## src/rtl/irq_chain.sv

```systemverilog
module irq_chain #(
  parameter int N  = 4,
  parameter int VW = 8
) (
  input  logic          clk,
  input  logic          rst_n,
  input  logic [N-1:0]  req_in,
  input  logic [N*VW-1:0] vec_tbl,
  output logic          shared_irq,
  output logic [N-1:0]  grant_out,
  output logic [VW-1:0] vec_out,
  output logic          vec_valid
);

  logic [N-1:0] pend;
  logic [N-1:0] take;
  logic [N:0]   gin;
  logic [N:0][VW-1:0] part;
  logic gnt, gap, cap;

  assign shared_irq = |pend;
  assign gin[0]     = gnt;
  assign part[0]    = '0;

  for (genvar i = 0; i < N; i++) begin : g_link
    assign take[i]     = gin[i] & pend[i];
    assign gin[i+1]    = gin[i] & ~pend[i];
    assign part[i+1]   = part[i] | (take[i] ? vec_tbl[i*VW +: VW] : '0);
  end

  assign grant_out = gin[N-1:0];
  assign cap       = gnt & (|take);

  always_ff @(posedge clk or negedge rst_n) begin
    if (!rst_n) begin
      pend      <= '0;
      gnt       <= 1'b0;
      gap       <= 1'b0;
      vec_out   <= '0;
      vec_valid <= 1'b0;
    end else begin
      pend      <= (pend & ~(cap ? take : '0)) | req_in;
      vec_valid <= cap;
      gap       <= cap;
      if (cap) vec_out <= part[N];
      if (gnt) gnt <= ~(cap | ~(|take));
      else if (!gap && shared_irq) gnt <= 1'b1;
    end
  end

endmodule


```

## config.mk

```make
export PLATFORM = sky130hd
export DESIGN_NAME = irq_chain
export DESIGN_NICKNAME = d
export VERILOG_FILES = /design/src/rtl/irq_chain.sv
export SDC_FILE = /design/constraint.sdc
export NUM_CORES = 1
export LEC_CHECK = 0
export ABC_CLOCK_PERIOD_IN_PS = 1600
export CAP_MARGIN = 20
export CORE_MARGIN = 2
export CORE_UTILIZATION = 36
export DETAILED_ROUTE_END_ITERATION = 7
export GPL_TIMING_DRIVEN = 0
export PLACE_DENSITY_LB_ADDON = 0.15
export SLEW_MARGIN = 20
export SYNTH_ARGS = -nofsm -noshare
export SYNTH_HDL_FRONTEND = slang
export SYNTH_SLANG_ARGS = --single-unit
```

## constraint.sdc

```tcl
create_clock -name clk -period 1.6 [get_ports clk]
set_input_delay 0.32 -clock clk [delete_from_list [all_inputs] [get_ports clk]]
set_output_delay 0.32 -clock clk [all_outputs]
set_load 0.02 [all_outputs]
```

==> metrics.txt, run 1 <==
status complete, but fails checks; violated checks setup timing; crit share post-route 109%; switching share of total power 24.1%; nets ~190; combinational share of power 25.9%; Pwr per Cell Area 512 nW/µm²; VDD IR max between 0.4 and 0.5 mV; HPWL Detailed 1860 µm; critical path's slowest cell or4_4; Yosys reg bits 14; Boundary Pins 52; TritonCTS clock tree yes; per-cell via count in the routed design 5.30; class of the tightest hold or removal check flip-flop to flip-flop; clk root buf clkbuf_4; y dimension of the die 52.8 µm; leakage component of the power 0.783 nW; Initial Util 38.3%; Async SR Flop Fraction 100%; minimum period implied by the final worst setup slack around 1.7 ns; Slew HR around 55%; pin count of the biggest net entering global routing 20; buffers added on ports just over 50; final WL 3060 µm; Setup TNS -0.194 ns; combined global-route utilization of all metal layers 21.1%; number of clock sinks seen by CTS 14; routed via count 927; number of enable flip-flop cells after synthesis 0; count of standard-cell rows 17; Placer Congestion 0.705; commonest cells in the synthesized netlist dfrtp_1, nor2_1; number of standard cells in the layout, taps in and fillers out 175; most instantiated library cell after synthesis dfrtp_1; unrepaired setup endpoints after global routing true; count of unique library cells instantiated by Yosys 22; number of nets with antenna violations after routing 0; number of buffers between clock root and the deepest sink 2; Yosys warning total 0; CP peak stage delay roughly 0.54 ns; total power roughly 0.86 mW; transition time at the pin with the least slew margin 0.679 ns; endpoint arrival time on the critical path approximately 1.4 ns; drt initial violations 16; standard cell core area approximately 2200 µm²; DR WL/cell 17.5 µm; first-pass GRT wire length 4240 µm; Die Area between 2000 and 3000 µm²; # H-tree levels 1; share of synthesized area occupied by flip-flops and latches approximately two fifths; setup slack after layout -0.137 ns; growth of design area from synthesis to finish 96.5%; worst-skew pair later-pin latency 0.28 ns; total CTS buffers 3; DRC violation count after routing 0; Hold Fails Final Rpt 0; # Max-Cap Violations 0; Cell Area, Synth 856 µm²; final std cell area, no fill ~1700 µm²; power share of the sequential group 44.0%; chain of cells forming the critical path or4_4 > buf_6; part of the power in the clock network 30.1%; antenna diode instance count 0; Setup WS pre-CTS -0.506 ns; library cell occupying the most area in the post-synthesis netlist dfrtp_1; 1st-pass router iterations 4; Cells after DPL 157; vias in the first global route 934; Layout Skew 0.00575 ns; Chip Width ~53 µm; highest clock rate around 0.58 GHz; initial antenna violation count 0; number of cells produced by synthesis 78; critical path required time around 1.3 ns; total of endpoints with negative setup slack in the final report 2; CTS Hold Bufs 0; NetSw 0.208 mW; GR Overflow Total 0; classification of the worst setup path flip-flop to output port; area share of the largest cell type after synthesis 40.9%; clock transition at the registers of the reported paths 0.09 ns; internal power 0.654 mW; capturing element type of the critical path output port; critical path launch point type flip-flop; synthesized net count 116; top fanout value on the critical path 4; post-placement cell area 1400 µm²; share of final-layout standard cells stronger than drive strength 1 between 30% and 40%; predominant post-synthesis flop cell dfrtp_1; cells taking the most area after synthesis dfrtp_1, a221oi_2, and4b_1; number of max-slew violations in the final report 0; mean instance size in the synthesized netlist about 11 µm²
==> what timing repair did <==
action	CTS	global route
resized for setup	35	27
buffers inserted	9	7
setup endpoints to repair	5	14
pin swaps	2	2
==> power groups by stage <==
stage | logic, mW | registers [mW] | clock network (mW)
6_report | 0.223 | 0.379 | 0.259
2_1_floorplan | 0.0469 | 0.406 | 0
3_3_place_gp | 0.205 | 0.386 | 0
5_1_grt | 0.237 | 0.381 | 0.290
3_5_place_dp | 0.207 | 0.387 | 0
4_1_cts | 0.212 | 0.379 | 0.269
==> placed cells by master, fill, tap and decap left out, drive strengths merged <==
cell type	synthesis	layout
a221oi	8	8
nand3	8	8
nand2b	1	1
clkdlybuf4s50	0	38
nor3	1	1
o41a	1	1
and4bb	1	1
and4b	8	8
buf	6	26
nor3b	1	1
clkbuf	3	5
dfrtp	14	14
dlygate4sd2	0	1
nor2	9	9
dlymetal6s2s	0	8
a31oi	8	8
a21o	1	1
or4	1	1
o21ai	1	1
o21bai	2	2
nor4b	1	1
inv	3	3
==> final timing paths <==
path                       slack, ns                     end                 from  cells after the start
max                            -0.14              shared_irq    pend[0]$_DFF_PN0_                      2
min                             0.43           gnt$_DFF_PN0_  vec_valid$_DFF_PN0_                      1
max reg2reg                     0.01  vec_out[6]$_DFFE_PN0N_    pend[3]$_DFF_PN0_                      7
min reg2reg                     0.43           gnt$_DFF_PN0_  vec_valid$_DFF_PN0_                      1
max in group asynchronous       0.68       pend[2]$_DFF_PN0_                rst_n                      1
min in group asynchronous       0.45  vec_out[5]$_DFFE_PN0N_                rst_n                      1
==> through the flow <==
step | utilization (%) | hold slack, ns
2_1_floorplan | - | 0.0244
3_3_place_gp | 62.7 | 0.421
3_5_place_dp | 62.7 | 0.431
4_1_cts | 68.3 | 0.448
5_1_grt | 75.3 | 0.487
6_report | 75.3 | 0.434
==> state kept, by name (all words and copies together) (netlist names) <==
name / count
pend: 4
gnt: 1
vec_out: 8
vec_valid: 1
==> critical path: cells and delay by family (launching register included) <==
kind	cells	cell delay [ns]
buf+inv	1	0.15
flops	1	0.45
simple gates	1	0.54
==> layout make-up <==
class | count | area (µm²)
repair buffers | 66 | 647
fillers | 159 | 552
multi-input cells | 52 | 494
well taps | 28 | 35.0
flip-flops and latches | 14 | 353
clock buffers | 4 | 36.3
inverters | 3 | 11.3
plain buffers | 8 | 105
==> layer usage <==
| layer | share of wire, % | vias to the layer above | GRT usage (%) |
|---|---|---|---|
| li1 | - | 445 | - |
| met1 | 41 | 447 | 25.0 |
| met2 | 53 | 31 | 37.9 |
| met3 | 5.0 | 4 | 4.00 |
| met4 | 0.98 | 0 | 6.41 |
| met5 | 0 | - | 0 |
==> logic make-up (layout without fill, tap and decap cells) <==
group / after synthesis / after routing / synth area share (%)
buf+inv: 12 / 81 / 9.35
simple gates: 31 / 31 / 25.3
flops: 14 / 14 / 40.9
compound gates: 21 / 21 / 24.4
Power figures use the tool's default switching activity.
==> inputs of run 2 (changes only) <==
--- a/config.mk
+++ b/config.mk
@@ -9,6 +9,7 @@
 export CAP_MARGIN = 20
 export CORE_MARGIN = 2
 export CORE_UTILIZATION = 36
+export CTS_CLUSTER_SIZE = 16
 export DETAILED_ROUTE_END_ITERATION = 7
 export GPL_TIMING_DRIVEN = 0
 export PLACE_DENSITY_LB_ADDON = 0.15
==> results of run 2 <==
Final layout, timing and power as in run 1 (identical DEF).
